[config.mk]
export PLATFORM = sky130hd
export DESIGN_NAME = cmd_rsp_unit
export DESIGN_NICKNAME = d
export VERILOG_FILES = /design/src/rtl/cmd_rsp_pkg.sv /design/src/rtl/rsp_eval.sv /design/src/rtl/rsp_bank.sv /design/src/rtl/stat_reg.sv /design/src/rtl/cmd_rsp_unit.sv
export SDC_FILE = /design/constraint.sdc
export NUM_CORES = 1
export LEC_CHECK = 0
export ABC_CLOCK_PERIOD_IN_PS = 2600
export BUFFER_PORTS_ARGS = -buffer_cell sky130_fd_sc_hd__buf_2
export CAP_MARGIN = 20
export CORE_AREA = 2 2 159 161
export CTS_CLUSTER_SIZE = 12
export DETAILED_ROUTE_END_ITERATION = 10
export DIE_AREA = 0 0 161 163
export GPL_ROUTABILITY_DRIVEN = 0
export SLEW_MARGIN = 20
export SYNTH_ARGS = -nofsm -noshare
export SYNTH_HDL_FRONTEND = slang
export SYNTH_SLANG_ARGS = --single-unit
[constraint.sdc]
create_clock -name clk_i -period 2.6 [get_ports clk_i]
set_input_delay 0.52 -clock clk_i [delete_from_list [all_inputs] [get_ports clk_i]]
set_output_delay 0.52 -clock clk_i [all_outputs]
set_load 0.01 [all_outputs]
[src/rtl/cmd_rsp_pkg.sv]
package cmd_rsp_pkg;
  localparam logic [2:0]  RT_NONE  = 3'd0;
  localparam logic [2:0]  RT_SHORT = 3'd1;
  localparam logic [2:0]  RT_LONG  = 3'd2;
  localparam logic [2:0]  RT_OCR   = 3'd3;
  localparam logic [2:0]  RT_ADDR  = 3'd6;
  localparam logic [1:0]  CT_DATA  = 2'd3;
  localparam logic [5:0]  IDX_STOP = 6'd12;
  localparam int unsigned SHORT_LEN = 4;

  localparam logic [31:0] CARD_ERR_MASK = 32'hFDF9_0000;
  localparam logic [31:0] AUTH_SEQ_BIT  = 32'h0000_0008;
  localparam logic [31:0] ADDR_ERR_MASK = 32'h0000_E000;
  localparam logic [15:0] KEEP_CLEAN    = 16'hB000;
  localparam logic [15:0] KEEP_OCR_BUSY = 16'hE000;

  localparam int unsigned ST_DONE = 0;
  localparam int unsigned ST_STOP = 2;
  localparam int unsigned ST_TMO  = 7;
  localparam int unsigned ST_OCR  = 12;
  localparam int unsigned ST_ERR  = 14;
endpackage

[src/rtl/rsp_eval.sv]
module rsp_eval
  import cmd_rsp_pkg::*;
#(
  parameter int unsigned RSP_WORDS = 8,
  parameter int unsigned LEN_W     = 5
) (
  input  logic [15:0]      status_i,
  input  logic [2:0]       rtype_i,
  input  logic [5:0]       idx_i,
  input  logic             auth_i,
  input  logic [LEN_W-1:0] len_i,
  input  logic [31:0]      head_i,
  output logic [15:0]      status_o,
  output logic             store_o
);
  localparam int unsigned LONG_LEN = 2 * RSP_WORDS;

  logic [31:0] be_word, test_word, test_mask;
  logic        short_ok, long_ok, tmo;
  logic [15:0] s;

  assign be_word  = {head_i[7:0], head_i[15:8], head_i[23:16], head_i[31:24]};
  assign short_ok = len_i >= LEN_W'(SHORT_LEN);
  assign long_ok  = len_i >= LEN_W'(LONG_LEN);

  always_comb begin
    s         = status_i;
    tmo       = 1'b0;
    test_word = '0;
    test_mask = '0;
    case (rtype_i)
      RT_SHORT: begin
        if (!short_ok) tmo = 1'b1;
        else begin
          test_word = be_word;
          test_mask = CARD_ERR_MASK | (auth_i ? AUTH_SEQ_BIT : 32'h0);
        end
      end
      RT_LONG: tmo = !long_ok;
      RT_OCR: begin
        if (!short_ok) tmo = 1'b1;
        else if (be_word[31]) s = s & KEEP_OCR_BUSY;
        else s[ST_OCR] = 1'b1;
      end
      RT_ADDR: begin
        if (!short_ok) tmo = 1'b1;
        else begin
          test_word = {16'h0, be_word[15:0]};
          test_mask = ADDR_ERR_MASK | AUTH_SEQ_BIT;
        end
      end
      default: ;
    endcase
    if (|(test_word & test_mask)) s[ST_ERR] = 1'b1;
    else s = s & KEEP_CLEAN;
    if (tmo) s[ST_TMO] = 1'b1;
    else begin
      s[ST_DONE] = 1'b1;
      if (idx_i == IDX_STOP) s[ST_STOP] = 1'b1;
    end
  end

  assign status_o = s;
  assign store_o  = !tmo && (rtype_i != RT_NONE) && (len_i != '0);
endmodule

[src/rtl/rsp_bank.sv]
module rsp_bank #(
  parameter int unsigned RSP_WORDS = 8
) (
  input  logic                     clk_i,
  input  logic                     rst_ni,
  input  logic                     clr_i,
  input  logic                     load_i,
  input  logic [16*RSP_WORDS-1:0]  bytes_i,
  output logic [16*RSP_WORDS-1:0]  rsp_o
);
  localparam int unsigned NBYTES = 2 * RSP_WORDS;

  logic [15:0] words_q [RSP_WORDS];

  for (genvar j = 0; j < RSP_WORDS; j++) begin : g_word
    // word j takes the byte pair counted from the far end
    localparam int unsigned HI = NBYTES - 2 - 2 * j;
    localparam int unsigned LO = NBYTES - 1 - 2 * j;
    always_ff @(posedge clk_i or negedge rst_ni) begin
      if (!rst_ni)     words_q[j] <= '0;
      else if (clr_i)  words_q[j] <= '0;
      else if (load_i) words_q[j] <= {bytes_i[8*HI +: 8], bytes_i[8*LO +: 8]};
    end
    assign rsp_o[16*j +: 16] = words_q[j];
  end
endmodule

[src/rtl/stat_reg.sv]
module stat_reg (
  input  logic        clk_i,
  input  logic        rst_ni,
  input  logic        clr_we_i,
  input  logic [15:0] clr_i,
  input  logic        upd_i,
  input  logic [15:0] upd_val_i,
  input  logic [15:0] mask_i,
  output logic [15:0] base_o,
  output logic [15:0] status_o,
  output logic        irq_o
);
  logic [15:0] status_q;

  assign base_o = clr_we_i ? (status_q & ~clr_i) : status_q;

  always_ff @(posedge clk_i or negedge rst_ni) begin
    if (!rst_ni)    status_q <= '0;
    else if (upd_i) status_q <= upd_val_i;
    else            status_q <= base_o;
  end

  assign status_o = status_q;
  assign irq_o    = |(status_q & mask_i);


  w1c_clear_chk: assert property (@(posedge clk_i) disable iff (!rst_ni)
    clr_we_i && !upd_i |=> (status_o & $past(clr_i)) == 16'h0);
endmodule

[src/rtl/cmd_rsp_unit.sv]
module cmd_rsp_unit
  import cmd_rsp_pkg::*;
#(
  parameter int unsigned RSP_WORDS = 8,
  parameter int unsigned LEN_W     = 5
) (
  input  logic                    clk_i,
  input  logic                    rst_ni,
  input  logic                    enable_i,
  input  logic                    auth_chk_en_i,
  input  logic                    cmd_we_i,
  input  logic [15:0]             cmd_word_i,
  input  logic                    arg_lo_we_i,
  input  logic                    arg_hi_we_i,
  input  logic [15:0]             arg_half_i,
  input  logic                    stat_clr_we_i,
  input  logic [15:0]             stat_clr_i,
  input  logic [15:0]             irq_mask_i,
  output logic                    card_req_o,
  output logic [5:0]              card_idx_o,
  output logic [31:0]             card_arg_o,
  input  logic                    card_rsp_valid_i,
  input  logic [LEN_W-1:0]        card_rsp_len_i,
  input  logic [16*RSP_WORDS-1:0] card_rsp_data_i,
  output logic                    cmd_pending_o,
  output logic [15:0]             last_cmd_o,
  output logic [16*RSP_WORDS-1:0] rsp_o,
  output logic [15:0]             status_o,
  output logic                    irq_o,
  output logic                    xfer_active_o,
  output logic                    xfer_dir_o,
  output logic                    fifo_rst_o
);
  logic        pending_q, req_q, fifo_rst_q, xfer_q, dir_q;
  logic [15:0] last_cmd_q;
  logic [31:0] arg_q;
  logic [5:0]  idx_q;
  logic [2:0]  rtype_q;
  logic        cmd_accept, rsp_done, is_data;
  logic [15:0] stat_base, stat_next;
  logic        store;

  assign cmd_accept = cmd_we_i && enable_i && !pending_q;
  assign rsp_done   = pending_q && card_rsp_valid_i;
  assign is_data    = cmd_word_i[13:12] == CT_DATA;

  always_ff @(posedge clk_i or negedge rst_ni) begin
    if (!rst_ni) begin
      pending_q  <= 1'b0;
      req_q      <= 1'b0;
      fifo_rst_q <= 1'b0;
      xfer_q     <= 1'b0;
      dir_q      <= 1'b0;
      last_cmd_q <= '0;
      idx_q      <= '0;
      rtype_q    <= '0;
    end else begin
      req_q      <= cmd_accept;
      fifo_rst_q <= cmd_accept && is_data;
      if (cmd_accept) begin
        pending_q  <= 1'b1;
        last_cmd_q <= cmd_word_i;
        idx_q      <= cmd_word_i[5:0];
        rtype_q    <= cmd_word_i[10:8];
        xfer_q     <= is_data;
        if (is_data) dir_q <= cmd_word_i[15];
      end else if (rsp_done) begin
        pending_q <= 1'b0;
      end
    end
  end

  always_ff @(posedge clk_i or negedge rst_ni) begin
    if (!rst_ni) arg_q <= '0;
    else begin
      if (arg_lo_we_i) arg_q[15:0]  <= arg_half_i;
      if (arg_hi_we_i) arg_q[31:16] <= arg_half_i;
    end
  end

  rsp_eval #(.RSP_WORDS(RSP_WORDS), .LEN_W(LEN_W)) i_rsp_eval (
    .status_i (stat_base),
    .rtype_i  (rtype_q),
    .idx_i    (idx_q),
    .auth_i   (auth_chk_en_i),
    .len_i    (card_rsp_len_i),
    .head_i   (card_rsp_data_i[31:0]),
    .status_o (stat_next),
    .store_o  (store)
  );

  stat_reg i_stat_reg (
    .clk_i     (clk_i),
    .rst_ni    (rst_ni),
    .clr_we_i  (stat_clr_we_i),
    .clr_i     (stat_clr_i),
    .upd_i     (rsp_done),
    .upd_val_i (stat_next),
    .mask_i    (irq_mask_i),
    .base_o    (stat_base),
    .status_o  (status_o),
    .irq_o     (irq_o)
  );

  rsp_bank #(.RSP_WORDS(RSP_WORDS)) i_rsp_bank (
    .clk_i   (clk_i),
    .rst_ni  (rst_ni),
    .clr_i   (cmd_accept),
    .load_i  (rsp_done && store),
    .bytes_i (card_rsp_data_i),
    .rsp_o   (rsp_o)
  );

  assign card_req_o    = req_q;
  assign card_idx_o    = idx_q;
  assign card_arg_o    = arg_q;
  assign cmd_pending_o = pending_q;
  assign last_cmd_o    = last_cmd_q;
  assign xfer_active_o = xfer_q;
  assign xfer_dir_o    = dir_q;
  assign fifo_rst_o    = fifo_rst_q;


  disabled_drop_chk: assert property (@(posedge clk_i) disable iff (!rst_ni)
    cmd_we_i && !enable_i |=> !card_req_o && $stable(last_cmd_o));

  issue_clear_chk: assert property (@(posedge clk_i) disable iff (!rst_ni)
    card_req_o |-> (rsp_o == '0) && cmd_pending_o);

  req_pulse_chk: assert property (@(posedge clk_i) disable iff (!rst_ni)
    card_req_o |=> !card_req_o);

  long_timeout_chk: assert property (@(posedge clk_i) disable iff (!rst_ni)
    cmd_pending_o && card_rsp_valid_i && rtype_q == RT_LONG &&
    card_rsp_len_i < LEN_W'(2 * RSP_WORDS) |=> status_o[ST_TMO] && rsp_o == '0);

  xfer_start_chk: assert property (@(posedge clk_i) disable iff (!rst_ni)
    cmd_accept && cmd_word_i[13:12] == CT_DATA |=> xfer_active_o && fifo_rst_o
      && xfer_dir_o == $past(cmd_word_i[15]));
endmodule

# Yosys cells after proc, flatten, opt, wreduce, memory -nomap -nowiden
# Cells that the tools add are included.
dict set report word_totals {
  ff_bits 206
  inputBits 206
  out_inout_bits 204
  word_cells 88
}
dict set report classes {
  n_lt_le_gt_ge 2
  n_eq_ne 6
  muxes 39
  bitwise 4
  reduce_logical 18
}
# op n
set op_table {}
lappend op_table {{2-to-1 mux 16 bit} 19}
lappend op_table {{one-hot mux 32 bit (2 select lines)} 2}
lappend op_table {{2-to-1 mux 32 bit} 2}
lappend op_table {{AND 16 bit} 2}
lappend op_table {{AND 32 bit} 1}
lappend op_table {{OR reduction 32 bit} 1}
lappend op_table {{2-to-1 mux 13 bit} 2}
lappend op_table {{2-to-1 mux 12 bit} 2}
lappend op_table {{NOT 16 bit} 1}
lappend op_table {{OR reduction 16 bit} 1}
lappend op_table {{2-to-1 mux 15 bit} 1}
lappend op_table {{2-to-1 mux 1 bit} 9}
lappend op_table {{logical AND 1 bit} 7}
lappend op_table {{equality test 3 x 2 -> 1 bit (second input constant)} 2}
lappend op_table {{equality test 6 x 4 -> 1 bit (second input constant)} 1}
lappend op_table {{>= comparator 5 x 3 -> 1 bit (second input constant)} 1}
lappend op_table {{>= comparator 5 bit (second input constant)} 1}
lappend op_table {{nonzero test 5 bit} 1}
lappend op_table {{2-to-1 mux 4 bit} 1}
lappend op_table {{nonzero test 2 bit} 2}
lappend op_table {{equality test 3 x 1 -> 1 bit (second input constant)} 1}
lappend op_table {{equality test 3 bit (second input constant)} 1}
lappend op_table {{logical NOT 1 bit} 3}
lappend op_table {{nonzero test 3 bit} 1}
lappend op_table {{other kinds (4)} 4}

# Depth between registers and ports, before layout
# Gate-level depths: netlist of the first run.
dict set report depth {
  depth_word 10
  depth_mapped 6
  ltp_nobuf 5
}

# Cells and area by module
# From an unflattened synthesis of the first run, not the netlist that was laid out.
dict set report unflattened {
  cells_unflattened 641
  hier_area_um2 8511.9
}
# module instances cells_each area_per_inst_um2
set modules_own_cells {}
lappend modules_own_cells {rsp_bank 1 412 5292.6}
lappend modules_own_cells {cmd_rsp_unit 1 123 2063.2}
lappend modules_own_cells {stat_reg 1 60 842.1}
lappend modules_own_cells {rsp_eval 1 46 314.1}

# Least setup slack after synthesis of the first run
# No wires, ideal clock.
dict set report synth_path {
  path_kind {input port to flip-flop}
  startpoint {in card_rsp_len_i[3]}
  endpoint {reg i_rsp_bank.words_q, in the netlist i_rsp_bank.rsp_o[120]}
  setup_time_ps 79
  arrival_ps 1573
  t_required_ps 2521
  path_slack_ps 947
  cell_stages 6
  n_path_buf 2
  path_cell_list {nor3_2 > a21oi_2 > nand3_4 > buf_6 > buf_8 > mux2i_1}
}
dict set report synth_between {
  elab_chain_len 8
  word_cells_on_any_way 11
  cone_classes {order compare (2); mux (2); reduce/logical (7)}
}
# element line_no
set synth_rtl {}
lappend synth_rtl {{from (decl)} cmd_rsp_unit.sv:23} ;# input logic [LEN_W-1:0] card_rsp_len_i,
lappend synth_rtl {{>= comparator 5 x 3 -> 1 bit / >= comparator 5 bit (equally long branches)} {rsp_eval.sv:23, rsp_eval.sv:24}}
lappend synth_rtl {{2-to-1 mux 1 bit / logical NOT 1 bit (equally long branches)} n/a}
lappend synth_rtl {{one-hot mux 1 bit (2 select lines)} rsp_eval.sv:31} ;# case (rtype_i)
lappend synth_rtl {{logical NOT 1 bit} rsp_eval.sv:64} ;# assign store_o = !tmo && (rtype_i != RT_NONE) && (len_i != '0);
lappend synth_rtl {{logical AND 1 bit} rsp_eval.sv:64}
lappend synth_rtl {{logical AND 1 bit *} rsp_eval.sv:64}
lappend synth_rtl {{logical AND 1 bit *} cmd_rsp_unit.sv:109} ;# .load_i (rsp_done && store),
lappend synth_rtl {{nonzero test 2 bit (no line) *} n/a}
lappend synth_rtl {{to (signal, indexed assignment)} rsp_bank.sv:22} ;# else if (load_i) words_q[j] <= {bytes_i[8*HI +: 8], bytes_i[8*LO +: 8]};
lappend synth_rtl {{to (decl)} rsp_bank.sv:13} ;# logic [15:0] words_q [RSP_WORDS];
# Every way passes the cells marked *; elsewhere a longest branch is shown, timed or not.
# A chain may end at the register's enable or synchronous reset.

# Worst setup path in the final report of the first run
dict set report layout_path {
  startpoint {reg i_stat_reg.status_q[4], in the netlist i_stat_reg.status_o[4]}
  endpoint {out irq_o}
}
dict set report layout_between {
  elab_chain_len 2
}
# element line_no
set layout_rtl {}
lappend layout_rtl {{from (decl)} stat_reg.sv:13} ;# logic [15:0] status_q;
lappend layout_rtl {{from (signal assigned)} stat_reg.sv:19} ;# else if (upd_i) status_q <= upd_val_i;
lappend layout_rtl {{from (signal assigned)} stat_reg.sv:20} ;# else status_q <= base_o;
lappend layout_rtl {{AND 16 bit} stat_reg.sv:24} ;# assign irq_o = |(status_q & mask_i);
lappend layout_rtl {{OR reduction 16 bit} stat_reg.sv:24}
lappend layout_rtl {{to (decl)} cmd_rsp_unit.sv:29} ;# output logic irq_o,
# Every way passes these cells.

==> results of run 1 <==
==> placed cells by master (no fill, tap or decap), drive strengths merged, types with 4 or more instances in the layout <==
master	synthesis	routed
a21boi	4	4
nand3	8	8
nand4	4	4
o21ai	6	6
clkbuf	16	19
clkinv	0	5
nor3	5	5
inv	130	138
a21oi	12	12
buf	27	422
a22o	4	4
a221oi	4	4
mux2i	128	128
nand2	202	202
dfrtp	197	197
mux2	33	33
==> routing by layer <==
| metal | share of wire | vias to the layer above | routed length, um | global-route usage |
|---|---|---|---|---|
| met2 | 0.49 | 249 | 11500 | 0.289 |
| met4 | 0.016 | 2 | 388 | 0.0483 |
| met5 | 0.00047 | - | 11 | 0 |
| li1 | - | 3326 | - | - |
| met3 | 0.068 | 26 | 1610 | 0.0461 |
| met1 | 0.43 | 3304 | 10100 | 0.230 |
==> logic make-up (layout without fill, tap and decap cells) <==
group | after synthesis | after routing
AO/OA/AOI/OAI | 34 | 34
AND/OR/NAND/NOR | 235 | 235
flip-flops | 197 | 197
multiplexers | 161 | 161
other | 0 | 1
buffers and inverters | 173 | 585
==> worst register-to-register path, delay by kind of cell (launching register included) <==
| kind | cells | cell delay (ns) |
|---|---|---|
| buffers and inverters | 2 | 0.51 |
| AO/OA/AOI/OAI | 1 | 0.11 |
| multiplexers | 1 | 0.21 |
| flip-flops | 1 | 0.49 |
| AND/OR/NAND/NOR | 2 | 0.37 |
==> final cells by class <==
cell class / count / area (um^2) / share of cell area
Multi-Input combinational cell: 430 / 2900 / 0.251
Tap cell: 330 / 413 / 0.0357
Antenna cell: 1 / 2.50 / 0.000217
Sequential cell: 197 / 4930 / 0.427
Clock inverter: 14 / 136 / 0.0118
Timing Repair Buffer: 423 / 2250 / 0.195
Inverter: 130 / 488 / 0.0422
Clock buffer: 18 / 439 / 0.0380
==> sequential cells by signal, summed over array words and instances (netlist names) <==
signal / cells
last_cmd_o: 16
i_stat_reg.status_o: 16
xfer_active_o: 1
cmd_pending_o: 1
i_rsp_bank.rsp_o: 128
card_req_o: 1
xfer_dir_o: 1
card_arg_o: 32
fifo_rst_o: 1
==> where the power goes <==
part / total [mW] / switching, mW / internal [mW]
Sequential: 3.95 / 0.325 / 3.62
Combinational: 2.10 / 1.16 / 0.935
Clock: 2.61 / 1.31 / 1.30
==> final timing paths <==
kind,startpoint,endpoint,slack (ns),cells past startpoint
min in group clk_i,stat_clr_i[13],i_stat_reg.status_o[13],0.27,2
setup / recovery,i_stat_reg.status_o[4],irq_o,0.52,4
hold reg to reg,xfer_active_o,xfer_active_o,0.49,1
setup reg to reg,last_cmd_o[8],i_rsp_bank.rsp_o[0],0.84,6
max in group asynchronous,rst_ni,card_arg_o[21],1.86,2
hold / removal,rst_ni,i_rsp_bank.rsp_o[59],0.07,1
==> results.txt, run 1 <==
vias in the first global route: 6,631
IO Port Bufs: 409
PD cells: 749 nW/um^2
delay-heaviest family, CP: compound AO/OA/AOI/OAI gates
P&R area growth vs syn: 32.8%
Mapped Cells: 800
Clock transition at path regs: 0.08 ns
mux cell area share after synthesis: 0.190
global-route wire length before repair: 36.3 mm
Starting Density: 0.353
share of post-route cells with drive strength above 1: 0.410
crit path launch type: register
Placed Area: 11,000 um^2
critical path required time: 2.08 ns
final setup margin: 0.516 ns
CTS tree: built
Inst Count DP: 1,510
run status: finished clean
Netlist Area Pre-Place: 8700 um^2
Leakage: 7.30 nW
crit path time final: 2.08 ns
post-CTS setup buffer count: 0
top-count cell post-synth: nand2_1
dpl hpwl: 17.6 mm
hold buffers post-CTS: 0
worst path cell trace: a22o_1 > a221oi_1 > nand4_1 > buf_2
top_reg_cell synth: dfrtp_1
CTS Buf Count: 17
Die Span X: 161 um
Critical-path top delay cell: dfrtp_1
dpl ws: 0.455 ns
RSZ-0062 raised after global routing: no
Root Driver: clkbuf_16
GRT Util Overall: 0.175
maximum VDD drop: 354 uV
simple-gate portion of the synthesized area: 0.113
share of the synthesized area in the top cell type: 0.566
final instance area: 11,600 um^2
total number of vias: 6,907
cts repair resizes: 0
Synth Area per Inst: 10.9 um^2
Hold Path Class: input pin to async pin
Post-synth EDFFs: 0
final setup vio count: 0
largest net degree at the start of global routing: 147
Max transition margin: 0.499
maximum operating frequency: 480 MHz
Synth area leaders: dfrtp_1 57%, mux2i_1 15%, nand2_1 8.7%
worst-case clock buffer depth: 2
slew at the pin closest to its max-slew limit: 0.751 ns
Final Power: 8.66 mW
CP endpoint kind: output pin
Rows: 58
post-route clock period utilization: 0.801
Hold WS: 0.0723 ns
post-route insts no fill: 1,543
crit path DAT: 1.56 ns
H-tree levels: 4
Setup Skew: 0.0149 ns
total of max-cap violations: 0
antenna viol nets, final: 0
gr ovfl total: 0
worst-skew pair later-pin latency: 0.42 ns
nets@finish: 1,405
worst-path maximum fanout: 3
antenna violations before repair: 2
drt pass-1 iters: 4
initial drt markers: 306
Remaining DRCs: 0
Synth Area in Compound Gates: 0.0286
post-synthesis sequential area ratio: 0.566
Post-Synth Adder-Cell Area: 0
WS Path Type: register to output pin
most area-hungry cell type in the Yosys netlist: dfrtp_1
Slew Viols, Final: 0
WP buf/inv: 1
CTS sink count: 197
syn_nets: 1,006
die area: 26,200 um^2
final hold vios: 0
Sum Neg Setup Slack: 0 ns
core region area: 24,700 um^2
Synth top cells by count: 202 x nand2_1, 197 x dfrtp_1, 128 x inv_1, 128 x mux2i_1, 32 x mux2_2
filler cell count: 2,400
main combinational cell family by area after synthesis: multiplexers
FFs w/ async S/R, synth: 1.00
Detailed Route WL: 23.6 mm
register bit count reported by yosys: 197
Finished Core Util: 0.468
Die Y-Extent: 163 um
XOR/XNOR Fraction of Synth Area: 0
YS warnings: 0
Netlist cell types: 42
I/O pin total: 410
Routed wire per std cell: 15.3 um
max incr delay on CP: 0.40 ns
Via density: 4.48
(Power assumes the default switching activity.)
==> inputs of run 2 (changes only) <==
ABC_CLOCK_PERIOD_IN_PS = 2070   (was 2600)
CORE_AREA = 2 2 161 163   (was 2 2 159 161)
DIE_AREA = 0 0 163 165   (was 0 0 161 163)
clock period = 2.07 ns   (was 2.6 ns; I/O delays follow)
==> run 2 against run 1 <==
Net effect: setup slack got worse by 0.38 ns; global-route usage grew 0.20 points; clock-buffer cell count up 1; register-to-register slack got worse by 0.48 ns.
==> results.txt, run 2 (synthesis results as in run 1) <==
dpl hpwl: 18.5 mm (was 17.6 mm)
max reg flops: 128 (unchanged)
I/O pin total: 410 (unchanged)
final hold vios: 0 (unchanged)
dpl ws: 0.107 ns (was 0.455 ns)
largest net degree at the start of global routing: 63 (was 147)
maximum operating frequency: 517 MHz
Starting Density: 0.348 (was 0.353)
max incr delay on CP: 0.42 ns (was 0.40 ns)
drt pass-1 iters: 4 (unchanged)
CTS sink count: 197 (unchanged)
Slew Viols, Final: 0 (unchanged)
Routed wire per std cell: 15.7 um (was 15.3 um)
Die Y-Extent: 165 um (was 163 um)
antenna violations before repair: 1 (was 2)
WS Path Type: register to output pin (unchanged)
Rows: 58 (unchanged)
nets@finish: 1,417 (was 1,405)
slew at the pin closest to its max-slew limit: 0.493 ns (was 0.751 ns)
FF+latch area: 4930 um^2 (unchanged)
filler cell count: 2,445 (was 2,400)
total number of vias: 6,928 (was 6,907)
worst-skew pair later-pin latency: 0.43 ns (was 0.42 ns)
vias in the first global route: 6,984 (was 6,631)
Die Span X: 163 um (was 161 um)
maximum VDD drop: 410 uV (was 354 uV)
Max transition margin: 0.669 (was 0.499)
PD cells: 931 nW/um^2 (was 749 nW/um^2)
final setup margin: 0.137 ns (was 0.516 ns)
antenna viol nets, final: 0 (unchanged)
share of post-route cells with drive strength above 1: 0.416 (was 0.410)
most frequent cells in the layout: 408 x buf_2, 202 x nand2_1, 197 x dfrtp_1 (unchanged)
Detailed Route WL: 24.4 mm (was 23.6 mm)
total of max-cap violations: 0 (unchanged)
RSZ-0062 raised after global routing: yes (was no)
Clock transition at path regs: 0.07 ns (was 0.08 ns)
final setup vio count: 0 (unchanged)
crit path launch type: register (unchanged)
global-route wire length before repair: 37.4 mm (was 36.3 mm)
commonest non-fill, non-tap cell in the layout: buf_2 (unchanged)
worst-case clock buffer depth: 2 (unchanged)
gr ovfl total: 0 (unchanged)
Setup Skew: 0.0178 ns (was 0.0149 ns)
Final Power: 10.9 mW (was 8.66 mW)
crit path time final: 1.93 ns
worst path cell trace: a22o_1 > a221oi_2 > nand4_1 > buf_2 (was a22o_1 > a221oi_1 > nand4_1 > buf_2)
Hold Path Class: input pin to register (was input pin to async pin)
Leakage: 7.39 nW (was 7.30 nW)
post-route clock period utilization: 0.934
H-tree levels: 4 (unchanged)
Multi-input gate area: 2920 um^2 (was 2900 um^2)
critical path required time: 1.66 ns (was 2.08 ns)
Critical-path top delay cell: dfrtp_1 (unchanged)
worst-path maximum fanout: 3 (unchanged)
IO Port Bufs: 409 (unchanged)
Root Driver: clkbuf_16 (unchanged)
GRT Util Overall: 0.177 (was 0.175)
initial drt markers: 335 (was 306)
core region area: 25,000 um^2 (was 24,700 um^2)
run status: finished clean (unchanged)
Remaining DRCs: 0 (unchanged)
Sum Neg Setup Slack: 0 ns (unchanged)
die area: 26,900 um^2 (was 26,200 um^2)
P&R area growth vs syn: 34.7% (was 32.8%)
Via density: 4.46 (was 4.48)
CTS Buf Count: 17 (unchanged)
crit path DAT: 1.52 ns (was 1.56 ns)
CP endpoint kind: output pin (unchanged)
CTS tree: built (unchanged)
[run 2: layer usage]
layer	track usage	share of wire	routed length (um)	vias to the layer above
met5	0	0	0	-
met4	0.0491	0.018	434	0
met3	0.0550	0.076	1860	28
met2	0.298	0.48	11800	255
met1	0.221	0.42	10300	3296
li1	-	-	-	3349
[run 2: worst paths after layout]
kind | start | endpoint | slack [ns] | depth (start not counted)
min reg2reg | last_cmd_o[12] | last_cmd_o[12] | 0.48 | 2
max in group asynchronous | rst_ni | i_stat_reg.status_o[12] | 0.92 | 3
max reg2reg | last_cmd_o[10] | i_stat_reg.status_o[14] | 0.36 | 4
min | stat_clr_i[13] | i_stat_reg.status_o[13] | 0.16 | 2
min in group asynchronous | rst_ni | i_rsp_bank.rsp_o[79] | 0.46 | 2
max | i_stat_reg.status_o[7] | irq_o | 0.14 | 4
[run 2: per-stage QoR]
stage | hold WS, ns | instance area [um^2] | util | cells
floorplan | 0.118 | 8700 | - | 800
global placement | 0.369 | 11100 | 0.444 | 1521
detailed placement | 0.373 | 11100 | 0.444 | 1521
CTS | 0.144 | 11700 | 0.467 | 1554
global route | 0.150 | 11700 | 0.468 | 1555
finish | 0.161 | 11700 | 0.468 | 1555
[run 2: timing repair]
item | 4_1_cts | 5_1_grt
setup buffers | 0 | 0
endpoints found under the hold margin | 33 | 0
resized for setup | 0 | 3
hold buffers | 1 | 0
setup endpoints to repair | 0 | 1
[run 2: layout make-up]
cell class,count,area share
tap,330,0.0352
multi-input combinational,430,0.249
clock inverter,13,0.0117
timing repair buffer,435,0.205
antenna,1,0.000213
sequential,197,0.420
clock buffer,19,0.0369
inverter,130,0.0416
[run 2: critical path: cells and delay by family, from the launching register on]
family          cells  cell delay [ns]
flops               1             0.42
compound gates      2             0.42
simple gates        1             0.11
buf+inv             1             0.15
[run 2: where the power goes]
part	leakage [nW]	switching (mW)	internal, mW
Sequential	2.55	0.413	4.55
Combinational	4.56	1.48	1.22
Clock	0.279	1.64	1.61
==> inputs of run 3 (changes only) <==
ABC_AREA = 1   (was unset)
BUFFER_PORTS_ARGS = -buffer_cell sky130_fd_sc_hd__buf_4   (was -buffer_cell sky130_fd_sc_hd__buf_2)
CORE_AREA = 2 2 157 159   (was 2 2 161 163)
DIE_AREA = 0 0 159 161   (was 0 0 163 165)
==> run 3 against run 2 <==
Net effect: design area is 2.6% higher; critical path depth is 1 higher; wire length is 6.9% higher; sequential share of layout area is 1.0 points lower; synthesized cell count is 6.6% higher; combinational power is 13% higher; final cell count is 1.4% higher; first-iteration DRC count is 41% higher; setup slack better by 0.051 ns; register-to-register slack worse by 0.10 ns; synthesized area is 6.8% lower.
==> results.txt, run 3 <==
core region area: 24,000 um^2 (was 25,000 um^2)
CP endpoint kind: output pin (unchanged)
delay-heaviest family, CP: flip-flops (was compound AO/OA/AOI/OAI gates)
Mapped Cells: 853 (was 800)
share of post-route cells with drive strength above 1: 0.397 (was 0.416)
CTS tree: built (unchanged)
FF+latch area: 4930 um^2 (unchanged)
PD cells: 935 nW/um^2 (was 931 nW/um^2)
Detailed Route WL: 26.1 mm (was 24.4 mm)
Post-synth EDFFs: 0 (unchanged)
crit path DAT: 1.47 ns (was 1.52 ns)
Netlist cell types: 28 (was 42)
WS Path Type: register to output pin (unchanged)
Max transition margin: 0.445 (was 0.669)
drt pass-1 iters: 4 (unchanged)
commonest non-fill, non-tap cell in the layout: buf_4 (was buf_2)
Die Span X: 159 um (was 163 um)
vias in the first global route: 7,185 (was 6,984)
worst-skew pair later-pin latency: 0.42 ns (was 0.43 ns)
Root Driver: clkbuf_16 (unchanged)
reg2reg setup slack: 0.26 ns (was 0.36 ns)
final hold vios: 0 (unchanged)
top-count cell post-synth: nand2_1 (unchanged)
post-synthesis sequential area ratio: 0.608 (was 0.566)
Hold WS: 0.161 ns (about the same)
syn_nets: 1,059 (was 1,006)
share of power burned in registers: 0.439 (was 0.455)
post-CTS setup buffer count: 0 (unchanged)
Finished Core Util: 0.502 (was 0.468)
Int Pwr: 7.69 mW (was 7.38 mW)
maximum VDD drop: 507 uV (was 410 uV)
Rows: 57 (was 58)
FFs w/ async S/R, synth: 1.00 (unchanged)
CTS Buf Count: 17 (unchanged)
Hold Path Class: input pin to register (unchanged)
Synth Area per Inst: 9.51 um^2 (was 10.9 um^2)
maximum operating frequency: 531 MHz (was 517 MHz)
Leakage: 6.63 nW (was 7.39 nW)
GRT Util Overall: 0.199 (was 0.177)
final antenna diode count: 0 (was 1)
Starting Density: 0.338 (was 0.348)
Die Y-Extent: 161 um (was 165 um)
H-tree levels: 4 (unchanged)
most frequent CP cell: nand2_1
Min-Delay Path Depth: 2 (unchanged)
final setup vio count: 0 (unchanged)
post-route clock period utilization: 0.909 (was 0.934)
I/O pin total: 410 (unchanged)
Synth top cells by count: 356 x nand2_1, 197 x dfrtp_1, 140 x nand3_1 (was 202 x nand2_1, 197 x dfrtp_1, 128 x inv_1, 128 x mux2i_1, 32 x mux2_2)
Setup Skew: 0.0103 ns (was 0.0178 ns)
Critical-path top delay cell: dfrtp_1 (unchanged)
IO Port Bufs: 409 (unchanged)
share of the synthesized area in the top cell type: 0.608 (was 0.566)
Netlist Area Pre-Place: 8110 um^2 (was 8700 um^2)
run status: finished clean (unchanged)
clock power share: 0.291 (was 0.298)
die area: 25,600 um^2 (was 26,900 um^2)
top_reg_cell synth: dfrtp_1 (unchanged)
critical path required time: 1.66 ns (about the same)
RSZ-0062 raised after global routing: no (was yes)
largest net degree at the start of global routing: 146 (was 63)
crit path launch type: register (unchanged)
most frequent cells in the layout: 414 x buf_4, 356 x nand2_1, 197 x dfrtp_1 (was 408 x buf_2, 202 x nand2_1, 197 x dfrtp_1)
filler cell count: 2,305 (was 2,445)
antenna violations before repair: 0 (was 1)
switch share: 0.316 (was 0.324)
register bit count reported by yosys: 197 (unchanged)
global-route wire length before repair: 40.3 mm (was 37.4 mm)
antenna viol nets, final: 0 (unchanged)
worst-path maximum fanout: 3 (unchanged)
Clock transition at path regs: 0.08 ns (was 0.07 ns)
total of max-cap violations: 0 (unchanged)
crit path time final: 1.88 ns (was 1.93 ns)
Synth area leaders: dfrtp_1 61%, nand2_1 16%, nand3_1 8.6% (was dfrtp_1 57%, mux2i_1 15%, nand2_1 8.7%)
worst path cell trace: nand2_1 > nand2_1 > a221oi_1 > nand4_1 > buf_4 (was a22o_1 > a221oi_2 > nand4_1 > buf_2)
P_sw: 3.55 mW (was 3.54 mW)
Via density: 4.65 (was 4.46)
P&R area growth vs syn: 48.3% (was 34.7%)
initial drt markers: 473 (was 335)
most area-hungry cell type in the Yosys netlist: dfrtp_1 (unchanged)
worst-case clock buffer depth: 2 (unchanged)
Sum Neg Setup Slack: 0 ns (unchanged)
CTS sink count: 197 (unchanged)
R2R cell count: 9 (was 4)
Slew Viols, Final: 0 (unchanged)
slew at the pin closest to its max-slew limit: 0.832 ns (was 0.493 ns)
max reg flops: 128 (unchanged)
Worst path depth: 5 (was 4)
dpl hpwl: 18.9 mm (was 18.5 mm)
Routed wire per std cell: 16.5 um (was 15.7 um)
nets@finish: 1,446 (was 1,417)
Multi-input gate area: 2720 um^2 (was 2920 um^2)
Logic pwr share: 0.270 (was 0.247)
YS warnings: 0 (unchanged)
total number of vias: 7,331 (was 6,928)
WP buf/inv: 1 (unchanged)
max incr delay on CP: 0.43 ns (was 0.42 ns)
Remaining DRCs: 0 (unchanged)
gr ovfl total: 0 (unchanged)
[run 3: changes by cell type after synthesis, sizes merged, moves of 3 or more]
cell / previous run / this run
a22o: 4 / 0
mux2i: 128 / 1
o21ai: 6 / 9
nand3: 8 / 141
nor2: 2 / 16
buf: 27 / 42
inv: 130 / 17
nor3: 5 / 2
nand2: 202 / 357
[run 3: repair_timing]
action | 4_1_cts | 5_1_grt
gates resized for setup | 0 | 1
hold endpoints to repair | 36 | 0
endpoints found under the setup margin | 0 | 9
hold buffers | 1 | 0
[run 3: worst paths after layout]
kind                                        startpoint                      end
min in group asynchronous                       rst_ni      i_rsp_bank.rsp_o[8]
worst min register to register              xfer_dir_o               xfer_dir_o
worst max register to register           last_cmd_o[8]     i_rsp_bank.rsp_o[18]
worst max-delay path            i_stat_reg.status_o[8]                    irq_o
max in group asynchronous                       rst_ni     i_rsp_bank.rsp_o[68]
worst min-delay path                    stat_clr_i[13]  i_stat_reg.status_o[13]
[run 3: per-layer routing]
layer	wire length, um	GRT usage
met1	10600	0.243
met2	13500	0.354
met3	1580	0.0429
met4	467	0.0591
met5	0	0
[run 3: cells by family (layout without fill, tap and decap cells)]
| family | after synthesis | count (layout) | share of synthesized area |
|---|---|---|---|
| and+or+nand+nor | 520 | 520 | 0.268 |
| DFF | 197 | 197 | 0.608 |
| buffers and inverters | 75 | 475 | 0.0577 |
| muxes | 33 | 33 | 0.0457 |
| AOI/OAI and AO/OA | 28 | 28 | 0.0208 |
[run 3: area by class of cell]
type,instances,area share
sequential,197,0.410
timing repair buffer,425,0.275
multi-input combinational,581,0.226
clock buffer,19,0.0368
tap,324,0.0337
clock inverter,13,0.0114
inverter,18,0.00604
[run 3: power by group through the flow]
stage	clock network (mW)	logic [mW]	registers, mW
3_5_place_dp	0	3.08	5.00
4_1_cts	3.35	3.08	4.93
6_report	3.27	3.04	4.93
2_1_floorplan	0	0.956	5.29
3_3_place_gp	0	3.05	4.98
5_1_grt	3.52	3.29	5.02
[run 3: metrics by stage]
| step | instance area (um^2) | setup WS (ns) | power, mW | std cells |
|---|---|---|---|---|
| 4_1_cts | 12000 | 0.131 | 11.4 | 1577 |
| 6_report | 12000 | 0.187 | 11.2 | 1577 |
| 2_1_floorplan | 8110 | 0.600 | 6.24 | 853 |
| 3_3_place_gp | 11400 | 0.117 | 8.02 | 1544 |
| 3_5_place_dp | 11400 | 0.0860 | 8.08 | 1544 |
| 5_1_grt | 12000 | 0.0246 | 11.8 | 1577 |
